<file path="config.mk">
export PLATFORM = sky130hd
export DESIGN_NAME = tune_blk_seq
export DESIGN_NICKNAME = d
export VERILOG_FILES = /design/src/rtl/tune_pkg.sv /design/src/rtl/tune_blk_seq.sv
export SDC_FILE = /design/constraint.sdc
export NUM_CORES = 1
export LEC_CHECK = 0
export ABC_AREA = 1
export CAP_MARGIN = 20
export CORE_ASPECT_RATIO = 1.2
export CORE_MARGIN = 2
export CORE_UTILIZATION = 37
export DETAILED_ROUTE_END_ITERATION = 12
export DONT_BUFFER_PORTS = 1
export PLACE_DENSITY = 0.63
export SLEW_MARGIN = 20
export SYNTH_ARGS = -nofsm -noshare
export SYNTH_HDL_FRONTEND = slang
export SYNTH_SLANG_ARGS = --single-unit
</file>
<file path="constraint.sdc">
create_clock -name clk -period 1.2 [get_ports clk]
set_input_delay 0.24 -clock clk [delete_from_list [all_inputs] [get_ports clk]]
set_output_delay 0.24 -clock clk [all_outputs]
set_load 0.02 [all_outputs]
</file>
<file path="src/rtl/tune_pkg.sv">
// Package: shared constants, state type and the two reference patterns.
// Assumes byte-wide data and patterns whose lengths are multiples of 4.
package tune_pkg;

    localparam int BYTE_W      = 8;
    localparam int WORD_W      = 32;
    localparam int LANES       = WORD_W / BYTE_W;
    localparam int SHORT_WORDS = 16;
    localparam int LONG_WORDS  = 32;
    localparam int SHORT_LEN   = SHORT_WORDS * LANES;
    localparam int LONG_LEN    = LONG_WORDS * LANES;
    localparam int CNT_W       = $clog2(LONG_LEN + 1);
    localparam int WIDX_W      = $clog2(LONG_WORDS);
    localparam int LANE_W      = $clog2(LANES);

    typedef enum logic [1:0] {
        ST_IDLE  = 2'd0,
        ST_RECV  = 2'd1,
        ST_DRAIN = 2'd2
    } seq_st_t;

    // Word of the 64-byte reference pattern
    function automatic logic [WORD_W-1:0] short_word(input logic [WIDX_W-1:0] w);
        logic [WORD_W-1:0] v;
        case (w)
            5'd0:  v = 32'h00FF0FFF;
            5'd1:  v = 32'hCCC3CCFF;
            5'd2:  v = 32'hFFCC3CC3;
            5'd3:  v = 32'hEFFEFFFE;
            5'd4:  v = 32'hDDFFDFFF;
            5'd5:  v = 32'hFBFFFBFF;
            5'd6:  v = 32'hFF7FFFBF;
            5'd7:  v = 32'hEFBDF777;
            5'd8:  v = 32'hF0FFF0FF;
            5'd9:  v = 32'h3CCCFC0F;
            5'd10: v = 32'hCFCC33CC;
            5'd11: v = 32'hEEFFEFFF;
            5'd12: v = 32'hFDFFFDFF;
            5'd13: v = 32'hFFBFFFDF;
            5'd14: v = 32'hFFF7FFBB;
            5'd15: v = 32'hDE7B7FF7;
            default: v = '0;
        endcase
        return v;
    endfunction

    // Word of the 128-byte reference pattern
    function automatic logic [WORD_W-1:0] long_word(input logic [WIDX_W-1:0] w);
        logic [WORD_W-1:0] v;
        case (w)
            5'd0:  v = 32'hFF00FFFF;
            5'd1:  v = 32'h0000FFFF;
            5'd2:  v = 32'hCCCCFFFF;
            5'd3:  v = 32'hCCCC33CC;
            5'd4:  v = 32'hCC3333CC;
            5'd5:  v = 32'hFFFFCCCC;
            5'd6:  v = 32'hFFFFEEFF;
            5'd7:  v = 32'hFFEEEEFF;
            5'd8:  v = 32'hFFDDFFFF;
            5'd9:  v = 32'hDDDDFFFF;
            5'd10: v = 32'hBBFFFFFF;
            5'd11: v = 32'hBBFFFFFF;
            5'd12: v = 32'hFFFFFFBB;
            5'd13: v = 32'hFFFFFF77;
            5'd14: v = 32'h77FF7777;
            5'd15: v = 32'hFFEEDDBB;
            5'd16: v = 32'h00FFFFFF;
            5'd17: v = 32'h00FFFFFF;
            5'd18: v = 32'hCCFFFF00;
            5'd19: v = 32'hCC33CCCC;
            5'd20: v = 32'h3333CCCC;
            5'd21: v = 32'hFFCCCCCC;
            5'd22: v = 32'hFFEEFFFF;
            5'd23: v = 32'hEEEEFFFF;
            5'd24: v = 32'hDDFFFFFF;
            5'd25: v = 32'hDDFFFFFF;
            5'd26: v = 32'hFFFFFFDD;
            5'd27: v = 32'hFFFFFFBB;
            5'd28: v = 32'hFFFFBBBB;
            5'd29: v = 32'hFFFF77FF;
            5'd30: v = 32'hFF7777FF;
            5'd31: v = 32'hEEDDBB77;
            default: v = '0;
        endcase
        return v;
    endfunction

endpackage

</file>
<file path="src/rtl/tune_blk_seq.sv">
// Block sequencer: tracks idle / receiving / discarding, the current
// byte index (saturating) and the pattern chosen on the first byte.
// Assumes rx_last is only meaningful together with rx_valid.
module tune_blk_seq
    import tune_pkg::*;
#(
    parameter logic [1:0] WIDE_BUS_CODE = 2'b10
) (
    input  logic             clk,
    input  logic             rst_n,
    input  logic             rx_valid,
    input  logic             rx_last,
    input  logic             cmd_err,
    input  logic             dat_err,
    input  logic             op_hs200,
    input  logic [1:0]       bus_width,
    output logic             blk_start,
    output logic             byte_take,
    output logic             last_evt,
    output logic             err_evt,
    output logic             sel_long,
    output logic [CNT_W-1:0] byte_idx
);

    localparam logic [CNT_W-1:0] CNT_SAT = CNT_W'(LONG_LEN);

    seq_st_t          st_q, st_d;
    logic [CNT_W-1:0] cnt_q;
    logic             sel_q;
    logic             live_long;

    // Decode the events of this cycle
    always_comb begin
        live_long = op_hs200 && (bus_width == WIDE_BUS_CODE);
        blk_start = (st_q == ST_IDLE) && rx_valid;
        byte_take = rx_valid && (st_q != ST_DRAIN);
        last_evt  = byte_take && rx_last;
        err_evt   = (cmd_err || dat_err) && (st_q != ST_DRAIN);
        byte_idx  = blk_start ? '0 : cnt_q;
        sel_long  = blk_start ? live_long : sel_q;
    end

    // Next state
    always_comb begin
        st_d = st_q;
        if (err_evt) begin
            if (((st_q == ST_RECV) || rx_valid) && !(rx_valid && rx_last))
                st_d = ST_DRAIN;
            else
                st_d = ST_IDLE;
        end else if (last_evt) begin
            st_d = ST_IDLE;
        end else if (blk_start) begin
            st_d = ST_RECV;
        end else if ((st_q == ST_DRAIN) && rx_valid && rx_last) begin
            st_d = ST_IDLE;
        end
    end

    // State, index counter and pattern select registers
    always_ff @(posedge clk) begin
        if (!rst_n) begin
            st_q  <= ST_IDLE;
            cnt_q <= '0;
            sel_q <= 1'b0;
        end else begin
            st_q <= st_d;
            if (byte_take)
                cnt_q <= (byte_idx == CNT_SAT) ? byte_idx : byte_idx + 1'b1;
            if (blk_start)
                sel_q <= live_long;
        end
    end

endmodule

</file>
==> impl.org, run 1 <==
** STA
- In this run the tightest slew margin relative to its limit is 0.738.
- Final hold analysis gives a worst-case slack of 66.0 ps.
- Share of the cycle needed by the critical path after routing :: 1.21
- Number of setup violations in the final report :: 20
- RSZ-0062 raised after global routing :: true
- The smallest clock period supported by the final layout is computed as 1450 ps.
- Highest clock rate :: 0.688 GHz
- Slew @ Worst Pin :: 393 ps
- Between clock sinks in the finished design, the worst skew comes to 1.73 ps.
- Worst Slack Setup Final :: -254 ps
- Adding up every negative setup slack in the final design gives -3310 ps.
- Number of pins with negative max-slew slack in the final report :: 0
- Final hold violation count :: 0

** Yosys
- The share of the Yosys chip area taken by registers is 0.315.
- Synthesized area per cell :: 6.84 µm²
- After synthesis the netlist holds a flip-flop and latch count of 11.
- Net count after synthesis :: 111
- Synthesis instantiated 22 different standard cells from the library.
- Cell area after synthesis :: 698 µm²
- Synthesis produced a netlist whose cell count is 102.
- Count of synthesis-stage warnings from yosys :: 0

** Global route
- Antenna violations before repair :: 0
- The number of global-route vias before repair is 710.
- Wire length of the first global-routing pass :: 3170 µm
- Entering global routing, the biggest net connects 10 pins.
- GRT Total Usage :: 0.190
- Global routing finished with a remaining overflow of 0.

** Floorplan
- Number of standard-cell rows in the floorplan :: 17
- The floorplan step set the die height to 51.6 µm.
- I/O pin total :: 22
- The die is 43.7 µm wide.
- The floorplan step defined a die boundary enclosing 2250 µm².
- After floorplanning, the core was sized to cover 1810 µm².
- The initial utilization of the core area, before any placement, comes to 0.386.

** Placement
- Half-perimeter wire length of the detailed placement result :: 1250 µm
- In this run the tool buffered the top-level ports with 0 buffer cells.
- Routability-driven placement congestion ratio :: 0.829

** Setup path
- On the worst path, the slowest cell contributes a delay of 360 ps.
- CP max FO :: 6
- Data arrives at the worst endpoint at 1210 ps.
- CP Cell Sequence :: nor2_4 > nand2_4 > inv_6 > buf_6 > nor2_4 > buf_6
- Launch point of the critical path :: st_q[0]
- The most critical setup path has its endpoint at byte_idx[7].
- CP Capture Type :: output port
- STA classifies the critical path startpoint as a flip-flop.
- FF-to-FF path depth :: 10
- Reg-to-Reg Start :: st_q[0]
- Setup CP Type :: flip-flop to output port
- Among all stages on the critical path, the largest delay is contributed by dfxtp_2.
- End of the worst register-to-register path :: cnt_q[6]
- For the worst setup path, the data required time is 960 ps.
- Reg-to-reg setup timing slack :: -230 ps

** Routing
- In the routed layout, each cell is associated on average with a via count of 5.42.
- Before antenna repair, the detailed router went through 4 iterations.
- Number of vias in the routed layout :: 819
- Count of nets left with antenna violations after detail routing :: 0
- Wire length per cell :: 15.1 µm
- In the routed design, unresolved DRC markers number 0.
- After the first detailed-routing iteration, the DRC count stood at 14.
- Final WL :: 2270 µm

** CTS
- The clock passes through at most 2 buffers.
- CTS placed an instance of clkbuf_4 at the clock tree root.
- For this design, the CTS-stage hold fixing added 0 buffers.
- Total clock buffers created by CTS :: 3
- H-tree lvl count :: 1
- Insertion delay of the later-clocked pin in the worst-skew pair :: 290 ps
- TritonCTS clock tree :: yes
- For this design, the sink count on the clock tree is 11.
- Clock-pin slew was measured on the worst setup and hold paths at 80 ps.

** Run
- Max Cap Violations :: 0

** Power and ir drop
- Max rail drop VDD :: 0.611 mV
- Power spread over the standard cell area amounts to 853 nW/µm².
- Cell leakage power :: 0.000557 µW

** Status
- Violated checks :: negative setup slack
- Outcome :: finished with violations

** Hold path
- The path class of the tightest hold or removal check is input port to flip-flop.

** Layout
- Proportion of layout cells with a drive suffix above 1 :: 0.576
- Antenna Diode Count :: 0
- Number of nets in the final layout :: 142
- Area grow syn2layout :: 72.0%
## metrics by stage
step	total power [µW]	setup slack [ps]	area [µm²]	utilization	std cells
floorplan	541	-6.60	701	-	102
global placement	601	8.33	828	0.458	132
detailed placement	604	-16.3	828	0.458	132
CTS	934	-266	1030	0.570	144
global route	1070	-334	1200	0.664	151
finish	1030	-254	1200	0.664	151
## worst min path at each step
stage,from,to,cells after the start
after global placement,rst_n,cnt_q[7],2
after global routing,rst_n,cnt_q[7],2
after detailed placement,rst_n,cnt_q[7],2
after CTS,rst_n,cnt_q[7],2
after floorplan,rst_n,cnt_q[7],2
final,rst_n,cnt_q[7],2
## metal layers
| layer | GRT usage | share of wire |
|---|---|---|
| met1 | 0.206 | 0.35 |
| met2 | 0.360 | 0.56 |
| met3 | 0.0451 | 0.058 |
| met4 | 0.0455 | 0.029 |
| met5 | 0 | 0 |
## worst max-delay path, delay by kind of cell (launching register included)
kind | cells | cell delay [ps]
buf+inv | 3 | 290
flops | 1 | 360
simple gates | 3 | 260
## synth_stat cells, drive strengths merged
master / instances / share of area
nand2: 22 / 0.14
nor2: 19 / 0.13
inv: 18 / 0.097
dfxtp: 11 / 0.32
nand3: 8 / 0.086
a21oi: 7 / 0.050
o21ai: 5 / 0.036
nand4: 3 / 0.036
nor3: 3 / 0.043
o211ai: 2 / 0.021
a211oi: 1 / 0.011
and3: 1 / 0.0090
buf: 1 / 0.016
or2: 1 / 0.0090
## logic make-up after synthesis
| logic type | after synthesis | synth area share |
|---|---|---|
| AO/OA/AOI/OAI | 15 | 0.118 |
| flip-flops | 11 | 0.315 |
| buffers and inverters | 19 | 0.113 |
| AND/OR/NAND/NOR | 57 | 0.453 |
## report_power, final
part	total, µW	switching (µW)	internal (µW)
Combinational	325	173	153
Clock	285	155	130
Sequential	415	34.2	381
## layout by cell type, fill, tap and decap left out, types with 6 or more instances in the layout
cell type / n
nor2_1: 11
dfxtp_1: 8
buf_4: 9
nand2_1: 10
nand2_4: 6
buf_6: 16
nand3_2: 6
nor2_4: 6
inv_1: 10
## cell type report
class | instances | area (µm²)
tap | 19 | 23.8
timing repair buffer | 27 | 288
sequential | 11 | 226
clock buffer | 4 | 26.3
inverter | 18 | 85.1
fill | 142 | 607
multi-input combinational | 72 | 552
## timing repair
action | 4_1_cts | 5_1_grt
resized for setup | 36 | 30
endpoints found under the setup margin | 16 | 21
buffers inserted | 8 | 8
cloned | 0 | 0
pin swaps | 8 | 11
## sequential cells by signal, summed over array words and instances (netlist names)
register	count
st_q	2
cnt_q	8
sel_q	1
Note: power is estimated with default switching activity, not from simulation.
==> run 2, diff against run 1 <==
--- a/config.mk
+++ b/config.mk
@@ -12,6 +12,7 @@
 export CORE_UTILIZATION = 37
 export DETAILED_ROUTE_END_ITERATION = 12
 export DONT_BUFFER_PORTS = 1
+export MAX_ROUTING_LAYER = met4
 export PLACE_DENSITY = 0.63
 export SLEW_MARGIN = 20
 export SYNTH_ARGS = -nofsm -noshare
==> impl.org, run 2 (synthesis results as in run 1) <==
** Status
- The run finished, with violations left.
- Violated checks :: negative setup slack

** Routing
- Post-detailed-route DRC marker count :: 0 (unchanged)
- The detail-routed net length per standard cell came to 15.0 µm (-0.40%).
- The remaining number of nets flagged by the antenna check after routing was 0 (unchanged).
- Final WL :: 2270 µm (-0.40%)
- Post-detailed-route via-to-cell ratio :: 5.36 (-1.2%)
- The via count came to 809 (-1.2%).
- Router iterations before antenna repair :: 4 (unchanged)
- The number of DRC violations after detailed-routing iteration 0 was 12 (-2).

** CTS
- Total clock buffers created by CTS :: 3 (unchanged)
- The count of clock tree sinks is 11 (unchanged).
- The level count of the clock H-tree came to 1 (unchanged).
- Clock tree synthesis selected as its root buffer the cell clkbuf_4.
- Post-CTS clock slew at the launch and capture registers of the worst setup and hold paths :: 80 ps (about the same)
- Buffer levels on the longest clock path :: 2 (unchanged)
- TritonCTS built the clock tree.
- The insertion delay to the later sink of the worst-skew pair was 290 ps (about the same).

** STA
- Worst clock skew :: 5.56 ps (+3.83 ps)
- The minimum clock period after layout came to 1460 ps (+2.10 ps).
- The worst-margin pin slew came to 393 ps (-0.000477 ps).
- The maximum clock frequency was 0.687 GHz (-0.14%).
- The total count of max-transition violations in the final report was 0 (unchanged).
- Setup repair after global routing could not meet its margin everywhere.
- The number of setup violations in the final report was 20 (unchanged).
- The aggregate negative setup slack came to -3280 ps (+25.6 ps).
- The post-route fraction of the period consumed by the critical path came to 1.21 (+0.00175).
- Worst Slack Setup Final :: -256 ps (-2.10 ps)
- The worst max-slew margin expressed relative to the limit is 0.738 (unchanged).
- Final hold violation count :: 0 (unchanged)

** Layout
- The number of nets in the final layout was 142 (unchanged).
- The fraction of layout instances using a drive strength above 1 came to 0.576 (unchanged).
- Largest registers in the final layout :: cnt_q x8, st_q x2, sel_q x1
- Commonest cells after routing, fill and taps aside :: buf_6, nor2_1, inv_1, nand2_1, buf_4
- Largest register by flop count :: cnt_q
- Area of combinational cells with multiple inputs :: 552 µm² (unchanged)
- Antenna Diode Count :: 0 (unchanged)
- The library cell used most frequently in the layout, excluding fill and tap cells, is buf_6.
- Final Instance Count excl. Fillers :: 151 (unchanged)
- Max FFs per register :: 8 (unchanged)
- Area grow syn2layout :: 72.0% (unchanged)
- Area taken by flip-flops and latches :: 226 µm² (unchanged)
- The count of filler cells inserted in the layout was 142 (unchanged).

** Setup path
- CP Cell Sequence :: nor2_4 > nand2_4 > inv_6 > buf_6 > nor2_4 > buf_6
- STA classifies the critical path startpoint as a flip-flop.
- Cell family contributing the most delay on the critical path :: flip-flops
- The number of buffers and inverters on the critical path was 3 (unchanged).
- Reg-to-Reg Start :: st_q[0]
- CP Capture Type :: output port
- Launch point of the critical path :: st_q[0]
- Arrival time worst endpoint :: 1220 ps (about the same)
- Slowest CP cell :: dfxtp_2
- The largest fanout on the critical path came to 6 (unchanged).
- The critical path data required time was 960 ps (about the same).
- Delay of the slowest cell on the worst path :: 360 ps (about the same)
- Setup CP Type :: flip-flop to output port

** Hold path
- The tightest min-delay check is of the input port to flip-flop type.
- The worst hold path begins at rst_n.

** Power and ir drop
- The leakage power came to 0.000557 µW (unchanged).
- Power Density :: 858 nW/µm² (+0.59%)
- Max rail drop VDD :: 0.611 mV (about the same)

** Global route
- The overall global routing resource usage is 0.195 (+0.00490).
- Maximum number of pins on one net before global-route repair :: 10 (unchanged)
- Vias in the first global route :: 711 (+0.14%)
- Wire length of the first global-routing pass :: 3170 µm (unchanged)
- Antenna violations before repair :: 0 (unchanged)
- The global-route congestion overflow total was 0 (unchanged).

** Placement
- The number of cells in the design after placement was 132 (unchanged).
- Routability-driven placement congestion ratio :: 0.842 (+1.5%)
- The count of input and output buffers is 0 (unchanged).
- Half-perimeter wire length of the detailed placement result :: 1250 µm (unchanged)

** Floorplan
- Effective utilization at floorplan :: 0.386 (unchanged)
- The number of ports placed on the die boundary came to 22 (unchanged).
- The horizontal die dimension is 43.7 µm (unchanged).
- The total die area came to 2250 µm² (unchanged).
- Die Height :: 51.6 µm (unchanged)
- The area of the core region is 1810 µm² (unchanged).
- Number of standard-cell rows in the floorplan :: 17 (unchanged)

** Run
- Max Cap Violations :: 0 (unchanged)
run 2: cell counts in the layout (fill, tap and decap cells not counted):
Identical to the previous run, type by type.
run 2: worst paths after layout:
path,to,slack [ps],cells after the start
setup / recovery,byte_idx[7],-260,6
hold / removal,cnt_q[7],60,2
setup reg to reg,cnt_q[6],-210,10
hold reg to reg,sel_q,500,2
run 2: report_power, final:
group	internal, µW	total, µW	switching, µW
clock network	130	291	161
registers	381	415	34.2
logic	153	325	172
run 2: area by class of cell:
class / instances / area share
well taps: 19 / 0.0198
inverters: 18 / 0.0708
multi-input cells: 72 / 0.459
flip-flops and latches: 11 / 0.189
repair buffers: 27 / 0.240
clock buffers: 4 / 0.0219
run 2: per-layer routing:
layer | global-route usage | vias to the layer above | part of all wire
met5 | - | - | 0
met4 | 0.0455 | 0 | 0.030
met3 | 0.0451 | 7 | 0.058
met2 | 0.360 | 27 | 0.56
met1 | 0.206 | 386 | 0.35
li1 | - | 389 | -
run 2: repair_timing:
| item | CTS | global route |
|---|---|---|
| resized for setup | 36 | 30 |
| pin swaps | 8 | 11 |
| hold buffers | 0 | 0 |
| endpoints found under the setup margin | 16 | 21 |
| buffers inserted | 8 | 8 |
run 2: stage by stage:
stage                     total power [µW]  instance area (µm²)  hold WS [ps]  utilization  setup WS [ps]
after floorplan                        541                  701           361            -          -6.60
after global placement                 601                  828           372        0.458           8.33
after detailed placement               604                  828           374        0.458          -16.3
after CTS                              934                 1030          81.4        0.570           -266
after global routing                  1070                 1200          61.7        0.664           -322
final                                 1030                 1200          60.9        0.664           -256
